<file path="src/rtl/xbus_seq_pkg.sv">
package xbus_seq_pkg;
  typedef enum logic [1:0] {ST_IDLE, ST_ALE, ST_CMD, ST_WAIT} seq_st_e;
endpackage

</file>
<file path="src/rtl/xbus_wait_timer.sv">
module xbus_wait_timer #(
  parameter int WAIT8  = 4,
  parameter int WAIT16 = 1
) (
  input  logic clk_i,
  input  logic rst_ni,
  input  logic load_i,
  input  logic narrow_i,
  input  logic dec_i,
  output logic last_o
);
  localparam int WMAX = (WAIT8 > WAIT16) ? WAIT8 : WAIT16;
  localparam int CW   = $clog2(WMAX + 1);
  localparam logic [CW-1:0] LD8  = CW'(WAIT8);
  localparam logic [CW-1:0] LD16 = CW'(WAIT16);

  logic [CW-1:0] cnt_q;

  always_ff @(posedge clk_i or negedge rst_ni) begin
    if (!rst_ni)                    cnt_q <= '0;
    else if (load_i)                cnt_q <= narrow_i ? LD8 : LD16;
    else if (dec_i && cnt_q != '0)  cnt_q <= cnt_q - 1'b1;
  end

  assign last_o = (cnt_q == CW'(1));

  p_cnt_bound_r3: assert property (@(posedge clk_i) disable iff (!rst_ni)
    cnt_q <= CW'(WMAX)) else $error("wait count out of range");
  p_load_value_r3: assert property (@(posedge clk_i) disable iff (!rst_ni)
    load_i |=> (cnt_q == LD8 || cnt_q == LD16)) else $error("bad wait load");
endmodule

</file>
<file path="src/rtl/xbus_width_sense.sv">
module xbus_width_sense (
  input  logic clk_i,
  input  logic rst_ni,
  input  logic ale_i,
  input  logic io_i,
  input  logic io16_ni,
  input  logic mem16_ni,
  output logic ack16_o
);
  logic mem_early_q;

  // first memory-width sample at the end of the latch clock
  always_ff @(posedge clk_i or negedge rst_ni) begin
    if (!rst_ni)    mem_early_q <= 1'b0;
    else if (ale_i) mem_early_q <= !mem16_ni;
  end

  // second sample is live; each space ignores the other space's select
  assign ack16_o = io_i ? !io16_ni : (mem_early_q | !mem16_ni);
endmodule

</file>
<file path="src/rtl/xbus_strobe_gen.sv">
module xbus_strobe_gen (
  input  logic active_i,
  input  logic io_i,
  input  logic we_i,
  output logic ior_no,
  output logic iow_no,
  output logic memr_no,
  output logic memw_no
);
  always_comb begin
    ior_no  = !(active_i &  io_i & !we_i);
    iow_no  = !(active_i &  io_i &  we_i);
    memr_no = !(active_i & !io_i & !we_i);
    memw_no = !(active_i & !io_i &  we_i);
  end
endmodule

</file>
<file path="src/rtl/xbus_cycle_seq.sv">
module xbus_cycle_seq
  import xbus_seq_pkg::*;
#(
  parameter int AW     = 24,
  parameter int SAW    = 20,
  parameter int LA_LO  = 17,
  parameter int DW     = 16,
  parameter int WAIT8  = 4,
  parameter int WAIT16 = 1
) (
  input  logic              clk_i,
  input  logic              rst_ni,
  input  logic              req_i,
  input  logic              req_we_i,
  input  logic              req_io_i,
  input  logic              req_wide_i,
  input  logic [AW-1:0]     req_addr_i,
  input  logic [DW-1:0]     req_wdata_i,
  output logic              ready_o,
  output logic              done_o,
  output logic [DW-1:0]     rdata_o,
  output logic              ale_o,
  output logic              aen_o,
  output logic [SAW-1:0]    sa_o,
  output logic [AW-LA_LO-1:0] la_o,
  output logic              sbhe_no,
  output logic              ior_no,
  output logic              iow_no,
  output logic              memr_no,
  output logic              memw_no,
  input  logic              io16_ni,
  input  logic              mem16_ni,
  input  logic              nows_ni,
  input  logic              chrdy_i,
  output logic [DW-1:0]     sd_o,
  output logic              sd_oe_o,
  input  logic [DW-1:0]     sd_i
);
  localparam int BW    = DW / 2;
  localparam int LANES = 2;

  seq_st_e       st_q;
  logic [AW-1:0] addr_q;
  logic [DW-1:0] wdata_q;
  logic          we_q, io_q, wide_q, second_q, x16_q, done_q;
  logic [BW-1:0] lane_q [LANES];

  logic in_ale, in_cmd, in_wait, cmd_on, accept;
  logic ack16, wt_last, x16_cur, nows_hit, xfer_end, split_next;

  assign in_ale  = (st_q == ST_ALE);
  assign in_cmd  = (st_q == ST_CMD);
  assign in_wait = (st_q == ST_WAIT);
  assign cmd_on  = in_cmd | in_wait;
  assign accept  = (st_q == ST_IDLE) & req_i;

  xbus_width_sense u_width (
    .clk_i    (clk_i),
    .rst_ni   (rst_ni),
    .ale_i    (in_ale),
    .io_i     (io_q),
    .io16_ni  (io16_ni),
    .mem16_ni (mem16_ni),
    .ack16_o  (ack16)
  );

  // width is settled at the end of the first command clock
  assign x16_cur    = in_cmd ? (x16_q & ack16) : x16_q;
  assign nows_hit   = !nows_ni & !(x16_cur & io_q);
  assign xfer_end   = cmd_on & chrdy_i & (nows_hit | (in_wait & wt_last));
  assign split_next = wide_q & !second_q & !x16_cur;

  xbus_wait_timer #(.WAIT8(WAIT8), .WAIT16(WAIT16)) u_timer (
    .clk_i    (clk_i),
    .rst_ni   (rst_ni),
    .load_i   (in_cmd & !xfer_end),
    .narrow_i (!x16_cur),
    .dec_i    (in_wait & chrdy_i & !xfer_end),
    .last_o   (wt_last)
  );

  always_ff @(posedge clk_i or negedge rst_ni) begin
    if (!rst_ni) begin
      st_q     <= ST_IDLE;
      addr_q   <= '0;
      wdata_q  <= '0;
      we_q     <= 1'b0;
      io_q     <= 1'b0;
      wide_q   <= 1'b0;
      second_q <= 1'b0;
      x16_q    <= 1'b0;
      done_q   <= 1'b0;
    end else begin
      done_q <= 1'b0;
      unique case (st_q)
        ST_IDLE: if (req_i) begin
          addr_q   <= req_addr_i;
          wdata_q  <= req_wdata_i;
          we_q     <= req_we_i;
          io_q     <= req_io_i;
          wide_q   <= req_wide_i;
          x16_q    <= req_wide_i;
          second_q <= 1'b0;
          st_q     <= ST_ALE;
        end
        ST_ALE: st_q <= ST_CMD;
        default: begin
          if (in_cmd) x16_q <= x16_cur;
          if (xfer_end) begin
            if (split_next) begin
              second_q <= 1'b1;
              x16_q    <= 1'b0;
              st_q     <= ST_ALE;
            end else begin
              done_q <= 1'b1;
              st_q   <= ST_IDLE;
            end
          end else begin
            st_q <= ST_WAIT;
          end
        end
      endcase
    end
  end

  // read lanes: lane 0 from low byte unless second half; lane 1 from high
  // byte on a wide transfer or from the low byte in the second half
  for (genvar g = 0; g < LANES; g++) begin : g_lane
    logic          lane_we;
    logic [BW-1:0] lane_src;
    if (g == 0) begin : g_lo
      assign lane_we  = !second_q;
      assign lane_src = sd_i[BW-1:0];
    end else begin : g_hi
      assign lane_we  = second_q | x16_cur;
      assign lane_src = second_q ? sd_i[BW-1:0] : sd_i[DW-1:BW];
    end
    always_ff @(posedge clk_i or negedge rst_ni) begin
      if (!rst_ni)                          lane_q[g] <= '0;
      else if (accept)                      lane_q[g] <= '0;
      else if (xfer_end && lane_we && !we_q) lane_q[g] <= lane_src;
    end
  end

  xbus_strobe_gen u_strobe (
    .active_i (cmd_on),
    .io_i     (io_q),
    .we_i     (we_q),
    .ior_no   (ior_no),
    .iow_no   (iow_no),
    .memr_no  (memr_no),
    .memw_no  (memw_no)
  );

  assign ready_o = (st_q == ST_IDLE);
  assign done_o  = done_q;
  assign rdata_o = {lane_q[1], lane_q[0]};
  assign ale_o   = in_ale;
  assign aen_o   = 1'b0;
  assign sa_o    = {addr_q[SAW-1:1], wide_q ? second_q : addr_q[0]};
  assign la_o    = addr_q[AW-1:LA_LO];
  assign sbhe_no = !(wide_q & !second_q & (st_q != ST_IDLE));
  assign sd_oe_o = we_q & cmd_on;
  assign sd_o    = second_q ? {{BW{1'b0}}, wdata_q[DW-1:BW]} : wdata_q;

  logic [3:0] strb_n;
  assign strb_n = {ior_no, iow_no, memr_no, memw_no};

  p_ale_single_r1: assert property (@(posedge clk_i) disable iff (!rst_ni)
    ale_o |=> !ale_o) else $error("latch strobe longer than one clock");
  p_no_cmd_in_ale_r1: assert property (@(posedge clk_i) disable iff (!rst_ni)
    ale_o |-> (strb_n == 4'hF)) else $error("strobe during latch clock");
  p_sa_hold_r1: assert property (@(posedge clk_i) disable iff (!rst_ni)
    (cmd_on && $past(cmd_on)) |-> ($stable(sa_o) && $stable(la_o)))
    else $error("address moved in command phase");
  p_one_strobe_r2: assert property (@(posedge clk_i) disable iff (!rst_ni)
    $countones(~strb_n) <= 1) else $error("more than one strobe low");
  p_chrdy_hold_r5: assert property (@(posedge clk_i) disable iff (!rst_ni)
    (cmd_on && !chrdy_i) |=> (strb_n != 4'hF)) else $error("ended while not ready");
  p_done_pulse_r10: assert property (@(posedge clk_i) disable iff (!rst_ni)
    done_o |=> !done_o) else $error("done wider than one clock");
  p_done_idle_r10: assert property (@(posedge clk_i) disable iff (!rst_ni)
    done_o |-> ready_o) else $error("done while busy");
  p_oe_read_r9: assert property (@(posedge clk_i) disable iff (!rst_ni)
    (strb_n != 4'hF && (!ior_no || !memr_no)) |-> !sd_oe_o) else $error("drive on read");
endmodule

</file>
<file path="config.mk">
export PLATFORM = sky130hd
export DESIGN_NAME = xbus_cycle_seq
export DESIGN_NICKNAME = d
export VERILOG_FILES = /design/src/rtl/xbus_seq_pkg.sv /design/src/rtl/xbus_wait_timer.sv /design/src/rtl/xbus_width_sense.sv /design/src/rtl/xbus_strobe_gen.sv /design/src/rtl/xbus_cycle_seq.sv
export SDC_FILE = /design/constraint.sdc
export NUM_CORES = 1
export LEC_CHECK = 0
export BUFFER_PORTS_ARGS = -buffer_cell sky130_fd_sc_hd__buf_2
export CAP_MARGIN = 20
export CORE_MARGIN = 3
export CORE_UTILIZATION = 35
export DETAILED_ROUTE_END_ITERATION = 6
export GPL_TIMING_DRIVEN = 0
export MAX_ROUTING_LAYER = met4
export PLACE_DENSITY = 0.66
export SETUP_SLACK_MARGIN = 0.02
export SKIP_LAST_GASP = 1
export SLEW_MARGIN = 40
export SYNTH_ARGS = -nofsm -noshare
export SYNTH_HDL_FRONTEND = slang
export SYNTH_SLANG_ARGS = --single-unit
</file>
<file path="constraint.sdc">
create_clock -name clk_i -period 2.5 [get_ports clk_i]
set_clock_uncertainty 0.15 [all_clocks]
set_input_delay 0.25 -clock clk_i [delete_from_list [all_inputs] [get_ports clk_i]]
set_output_delay 0.25 -clock clk_i [all_outputs]
set_load 0.05 [all_outputs]
</file>
**Word level (Yosys, flattened, before mapping)**

Index checks and enable logic that the tools add are counted.

- Add/sub/neg operators: 1
- Eq/ne operators: 5
- Mux-type cells: 28
- Bitwise gates (word level): 25
- Reduce and logical (&&, ||, !) cells: 31

Operators with widths:

| cell | number |
|---|---|
| $mux 8 | 5 |
| $and 1x1->1 | 20 |
| $mux 16 | 1 |
| $logic_not 1->1 | 14 |
| $mux 1 | 14 |
| $reduce_bool 2->1 | 6 |
| $mux 3 | 3 |
| $logic_and 1x1->1 | 5 |
| $eq 2x2->1 const B | 2 |
| $mux 2 | 2 |
| $or 1x1->1 | 4 |
| $pmux 1 s2 | 2 |
| $pmux 2 s2 | 1 |
| $reduce_and 2->1 | 2 |
| $reduce_and 4->1 | 1 |
| $eq 3x1->1 const B | 1 |
| $reduce_bool 3->1 | 1 |
| $sub 3x1->3 const B | 1 |
| $eq 2x1->1 const B | 1 |
| $logic_not 2->1 | 1 |
| $ne 2x2->1 const B | 1 |
| $reduce_or 2->1 | 1 |
| $not 1->1 | 1 |

- Register bits after elaboration: 68
- Bits of input ports: 66
- Output and inout port bits: 69

**Longest topological paths before layout**

Gate-level depths: netlist (run 1).

- Word-level depth: 15
- Gate-level depth with buffers: 8

**By module**

A second synthesis (run 1) with hierarchy kept.

- Cell total of the unflattened synthesis: 273
- Area total of the unflattened synthesis: 3331.9 sq um

By module, submodules not included:

| module | times used | cells an instance | area each (sq um) | sequential area each (sq um) |
|---|---|---|---|---|
| xbus_cycle_seq | 1 | 244 | 3040.4 | 1601.5 |
| xbus_wait_timer | 1 | 20 | 202.7 | 75.1 |
| xbus_width_sense | 1 | 5 | 60.1 | 25.0 |
| xbus_strobe_gen | 1 | 4 | 28.8 | 0.0 |

**Worst setup path after synthesis (run 1)**

Ideal clock, no wire load.

- Path type: register to output
- From: register st_q[1]
- To: output sbhe_no
- Arrival: 1752 ps
- Required time: 2100 ps
- Path slack: 348 ps
- Stages on the path, launching flop included: 4
- Path through: dfrtp_1 buf_2 nor2_1 or3_1

- Cells in the longest elaborated chain, start to end: 3

RTL lines:

| what | RTL line | RTL |
|---|---|---|
| from (decl) | xbus_cycle_seq.sv:42 | `seq_st_e st_q;` |
| from (signal assigned) | xbus_cycle_seq.sv:84 | `st_q <= ST_IDLE;` |
| from (signal assigned) | xbus_cycle_seq.sv:104 | `st_q <= ST_ALE;` |
| from (signal assigned) | xbus_cycle_seq.sv:106 | `ST_ALE: st_q <= ST_CMD;` |
| $reduce_bool 2->1 | xbus_cycle_seq.sv:162 | `assign sbhe_no = !(wide_q & !second_q & (st_q != ST_IDLE));` |
| $and 1x1->1 | xbus_cycle_seq.sv:162 |  |
| $logic_not 1->1 | xbus_cycle_seq.sv:162 |  |
| to (decl) | xbus_cycle_seq.sv:26 | `output logic sbhe_no,` |

No other way between the ends.

**Final worst setup path (run 1)**

- From: register second_q
- To: output sd_o[0]

- Cells in the longest elaborated chain, start to end: 1

RTL lines:

| what | RTL line | RTL |
|---|---|---|
| from (decl) | xbus_cycle_seq.sv:45 | `logic we_q, io_q, wide_q, second_q, x16_q, done_q;` |
| from (signal assigned) | xbus_cycle_seq.sv:90 | `second_q <= 1'b0;` |
| from (signal assigned) | xbus_cycle_seq.sv:103 | `second_q <= 1'b0;` |
| from (signal assigned) | xbus_cycle_seq.sv:111 | `second_q <= 1'b1;` |
| $mux 16 | xbus_cycle_seq.sv:164 | `assign sd_o = second_q ? {{BW{1'b0}}, wdata_q[DW-1:BW]} : wdata_q;` |
| to (decl) | xbus_cycle_seq.sv:35 | `output logic [DW-1:0] sd_o,` |

No other way between the ends.

==> results of run 1 <==
-- power by group through the flow --
stage	combinational, uW	clock (uW)	sequential, uW
6_report	4570	864	1940
5_1_grt	4830	948	2010
4_1_cts	4610	906	1910
3_5_place_dp	4550	0	1930
3_3_place_gp	4490	0	1900
2_1_floorplan	3330	0	2190
-- state kept, by name (all words and copies together) (netlist names) --
register	cells
addr_q	24
rdata_o	16
wdata_q	16
u_timer.cnt_q	3
st_q	2
done_o	1
io_q	1
second_q	1
u_width.mem_early_q	1
we_q	1
wide_q	1
x16_q	1
-- per-stage QoR --
stage          utilization (%)  total power, uW
6_report                  52.2             7370
5_1_grt                   52.2             7800
4_1_cts                   52.3             7430
3_5_place_dp              45.7             6470
3_3_place_gp              45.4             6390
2_1_floorplan                -             5520
-- routing by layer --
metal  track usage, %  up-vias  wire length [um]
li1                 -     1391                 -
met1             21.7     1379              4040
met2             26.9      103              4320
met3             3.80       10               548
met4             5.53        0               100
met5                -        -                 0
-- how the worst min path moves through the flow --
| stage | startpoint | end | slack, ps | cells after the start |
|---|---|---|---|---|
| 2_1_floorplan | rst_ni | addr_q[0] | -200 | 0 |
| 3_3_place_gp | mem16_ni | u_width.mem_early_q | 300 | 2 |
| 3_5_place_dp | rst_ni | rdata_o[2] | -20 | 1 |
| 4_1_cts | req_addr_i[16] | addr_q[16] | 0.5 | 2 |
| 5_1_grt | req_addr_i[16] | addr_q[16] | 3 | 2 |
| 6_report | req_addr_i[16] | addr_q[16] | 20 | 2 |
-- cell families after synthesis --
group           count (synthesis)
xor+xnor                        1
fa+ha+maj                       3
flops                          68
buf+inv                        63
other cells                     1
compound gates                 40
simple gates                   67
mux                            53
-- repair_timing --
action                                 CTS  global route
endpoints found under the hold margin  110             0
pin swaps                                0             0
setup endpoints to repair               10             8
buffers inserted                         0             0
hold buffers                            43             0
resized for setup                        2             0
cloned                                   0             0
-- synth_stat cells (all sizes together), types with 2 or more instances --
library cell / n / area [um^2]
dfrtp: 68 / 1700
mux2: 52 / 586
buf: 41 / 297
nand2: 19 / 71.3
inv: 17 / 63.8
o21ai: 11 / 55.1
nand3: 8 / 40.0
nand4: 8 / 50.1
nor2b: 8 / 50.1
o211ai: 8 / 60.1
o32a: 8 / 80.1
nor2: 7 / 26.3
clkbuf: 4 / 15.0
ha: 3 / 37.5
o31a: 3 / 28.8
or3: 3 / 23.8
a211oi: 2 / 20.0
a21oi: 2 / 13.8
and4b: 2 / 21.3
and4bb: 2 / 25.0
nand3b: 2 / 15.0
-- final cells by class --
| type | count | area (um^2) | share of cell area, % |
|---|---|---|---|
| Buffer | 44 | 310 | 6.31 |
| Timing Repair Buffer | 177 | 1120 | 22.8 |
| Tap cell | 129 | 161 | 3.28 |
| Clock inverter | 5 | 52.6 | 1.07 |
| Sequential cell | 68 | 1700 | 34.6 |
| Clock buffer | 11 | 131 | 2.67 |
| Multi-Input combinational cell | 165 | 1370 | 27.9 |
| Inverter | 18 | 67.6 | 1.37 |
==> results_dict.tcl, run 1 <==
set metrics [dict create \
    worst_pin_slew_ps 524 \
    antenna_left 0 \
    vdd_drop_max_mv 1.08 \
    crit_buf_inv 2 \
    switching_power_uw 3750 \
    grt_max_degree 44 \
    p_per_area_nw_per_um2 1500 \
    rr_startpoint "st_q[0]" \
    syn_inst 296 \
    n_fill_cell 828 \
    synth_seq_cells 68 \
    grt_overflow_total 0 \
    syn_area_um2 3450 \
    place_congestion 0.799 \
    finalWirelength_um 9010 \
    clockBufferDepth 2 \
    yosys.area_share.adder_pct 1.09 \
    start_util_pct 36.7 \
    die_area_um2 11100 \
    cp_top_family "buffers and inverters" \
    p_seq_share_pct 26.3 \
    die_w_um 105 \
    combPwrFrac_pct 62.0 \
    synth_ff_type "dfrtp_1" \
    cts_sinks 68 \
    critical_path_arrival_ps 1870 \
    clk_pin_slew_ps 70 \
    track_usage_pct 17.0 \
    synth_nets 365 \
    min_period_ps 2270 \
    pre_cts_ws_ps 196 \
    hold_path_class "input port to register" \
    final_cell_mix "141 x buf_2, 68 x dfrtp_1, 52 x mux2_2" \
    fmax_mhz 441 \
    layout-drive-gt1-share_pct 52.0 \
    power.internal_uw 3610 \
    rr_worst_depth 6 \
    async_flop_share_pct 100 \
    seq_area_frac_synth_pct 49.3 \
    hpwl_um 6310 \
    dp_cells 559 \
    pin_count 135 \
    yosysWarnings 0 \
    design_area_um2 4920 \
    io_buffers 133 \
    antenna_found_initial 0 \
    fin_ws_ps 233 \
    post_drt_wl_per_cell_um 14.6 \
    muxShareOfSynthArea_pct 17.3 \
    num_antenna_cells 0 \
    finalHoldViolCount 0 \
    synthSimpleGateAreaFrac_pct 11.1 \
    area_growth_pct 42.5 \
    status "completed" \
    synth-xor-area-share_pct 0.254 \
    drv_slew 0 \
    leakagePower_uw 0.00241 \
    finalSetupViolCount 0 \
    vias 2883 \
    die_height_um 105 \
    clkPwrFrac_pct 11.7 \
    period_share_pct 90.7 \
    vias_per_cell 4.67 \
    endpoint "sd_o[0]" \
    max_cap_viol_count 0 \
    tns_ps 0 \
    regToRegSetupSlack_ps 480 \
    synth_compound_gate_area_share_pct 9.86 \
    place_area_um2 4300 \
    grt_pass1_wl_um 14800 \
    cp-end-kind "output pin" \
    cp.depth 3 \
    critPathLaunchType "register" \
    drc 0 \
    cts_tree "yes" \
    fin_cells 617 \
    insertion_delay_ps 330 \
    rows 35 \
    drt-initial-drc-count 92 \
    hold_ws_ps 17.1 \
    cp_max_fo 11 \
    synth-edff-count 0 \
    rsz0062_at_grt "no" \
    power.switching_fraction_pct 51.0 \
    r2r_end "rdata_o[14]" \
    numCtsBuffers 9 \
    crit_slowest_cell "dfrtp_1" \
    crit_path_cell_trace "clkbuf_2, mux2_2, buf_2" \
    max-slew-margin-rel_pct 64.8 \
    final_common_cell "buf_2" \
    synth.avg_cell_area_um2 11.7 \
    drt_pre_antenna_iters 4 \
    critical_path_class "register to output pin" \
    critPathLaunch "second_q" \
    htree_levels 3 \
    critPathRequiredTime_ps 2100 \
    cts_root_buf "clkbuf_8" \
    critPathMaxStageDelay_ps 570 \
    core_area_um2 9420 \
    synth_top_family_by_area "multiplexers" \
    synth.distinct_cells 48 \
    nets 552 \
    first_global_vias 3034 \
]
No activity file was read; power rests on OpenSTA's default activity.
==> run 2: changes to the inputs <==
Settings changed: CELL_PAD_IN_SITES_DETAIL_PLACEMENT from default to 0, CELL_PAD_IN_SITES_GLOBAL_PLACEMENT from default to 2, CORE_UTILIZATION 35 to 30, PLACE_DENSITY 0.66 to 0.85.
==> run 2 against run 1 <==
Effect of this change:
- combinational power down 1%
- fmax up 0.25%
- clock-buffer cell count unchanged
- utilization down 7.8 points
- hold slack worse by 7.2 ps
- first-iteration DRC count up 41%
- cell count down 1.1%
- sequential power about the same
- highest routed layer unchanged
- largest cell class unchanged
- global-route usage down 2.6 points
- via count down 3.9%
- critical path type unchanged
- wire length down 0.79%
==> results_dict.tcl, run 2 (synthesis gave the netlist of run 1 again) <==
set metrics [dict create \
    worst_pin_slew_ps 533 \
    layout-drive-gt1-share_pct 54.5 \
    largest_register "addr_q" \
    critical_path_arrival_ps 1860 \
    cts_sinks 68 \
    min_period_ps 2260 \
    critPathLaunchType "register" \
    fin_ws_ps 238 \
    fin_cells 610 \
    rsz0062_at_grt "no" \
    finalHoldViolCount 0 \
    dp_cells 570 \
    first_global_vias 2923 \
    cts_tree "yes" \
    vias_per_cell 4.54 \
    grt_overflow_total 0 \
    cts_root_buf "clkbuf_16" \
    crit_slowest_cell "dfrtp_1" \
    core_area_um2 11000 \
    insertion_delay_ps 330 \
    max_cap_viol_count 0 \
    critPathRequiredTime_ps 2100 \
    period_share_pct 90.5 \
    crit_buf_inv 2 \
    max-slew-margin-rel_pct 64.2 \
    vias 2771 \
    pin_count 135 \
    critical_path_class "register to output pin" \
    vdd_drop_max_mv 0.787 \
    clockBufferDepth 2 \
    critPathMaxStageDelay_ps 580 \
    track_usage_pct 14.4 \
    final_common_cell "buf_2" \
    place_congestion 0.738 \
    pre_cts_ws_ps 206 \
    rows 38 \
    cp_top_family "flip-flops" \
    num_antenna_cells 0 \
    final_util_pct 44.5 \
    numCtsBuffers 9 \
    cp_max_fo 11 \
    area_growth_pct 42.1 \
    hold_path_class "input port to register" \
    fmax_mhz 442 \
    finalWirelength_um 8940 \
    antenna_left 0 \
    crit_path_cell_trace "clkbuf_2, mux2_2, buf_2" \
    nets 534 \
    clk_pin_slew_ps 60 \
    finalSetupViolCount 0 \
    htree_levels 3 \
    hpwl_um 6640 \
    largest_reg_flops 24 \
    leakagePower_uw 0.00240 \
    io_buffers 133 \
    drv_slew 0 \
    drt-initial-drc-count 130 \
    post_drt_wl_per_cell_um 14.7 \
    final_cell_mix "141 x buf_2, 68 x dfrtp_1, 52 x mux2_2" \
    postCtsSetupRepairBufs 0 \
    antenna_found_initial 0 \
    cp-end-kind "output pin" \
    die_area_um2 12800 \
    start_util_pct 31.3 \
    p_per_area_nw_per_um2 1610 \
    grt_pass1_wl_um 14200 \
    die_w_um 113 \
    drt_pre_antenna_iters 4 \
    drc 0 \
    die_height_um 113 \
    tns_ps 0 \
    grt_max_degree 37 \
    status "completed" \
]
run 2: area by class of cell:
cell class / count / area, um^2
clock buffers: 11 / 253
fillers: 1073 / 6130
flip-flops and latches: 68 / 1700
inverters: 18 / 67.6
repair buffers: 159 / 942
plain buffers: 44 / 310
multi-input cells: 165 / 1370
clock inverters: 5 / 83.8
well taps: 140 / 175
run 2: power by group:
group | internal [uW] | switching (uW)
clock | 929 | 487
combinational | 1520 | 3000
sequential | 1620 | 319
total | 4070 | 3810
run 2: metrics by stage:
step / power (uW) / area, um^2 / hold slack [ps]
floorplan: 5520 / 3450 / -196
global placement: 6420 / 4290 / 302
detailed placement: 6480 / 4320 / 10.9
CTS: 7970 / 4910 / 1.04
global route: 8320 / 4900 / 2.66
finish: 7880 / 4900 / 9.87
run 2: final timing paths:
path                             startpoint          to  slack, ps  depth (start not counted)
min                          req_wdata_i[2]  wdata_q[2]         10                          2
max in group asynchronous            rst_ni  addr_q[15]       1470                          3
max                                second_q     sd_o[6]        240                          3
min in group asynchronous            rst_ni       x16_q        220                          2
max reg2reg                u_timer.cnt_q[0]  rdata_o[6]        520                          7
min reg2reg                      rdata_o[3]  rdata_o[3]        350                          2
run 2: per-layer routing:
metal / global-route usage (%) / wire length, um / vias up
li1: - / - / 1355
met5: - / 0 / -
met1: 18.2 / 4140 / 1313
met4: 4.65 / 95 / 0
met2: 23.1 / 4220 / 94
met3: 3.42 / 486 / 9
run 2: what timing repair did:
item,4_1_cts,5_1_grt
hold buffers,25,0
hold endpoints to repair,92,0
resized for setup,1,2
endpoints found under the setup margin,9,9
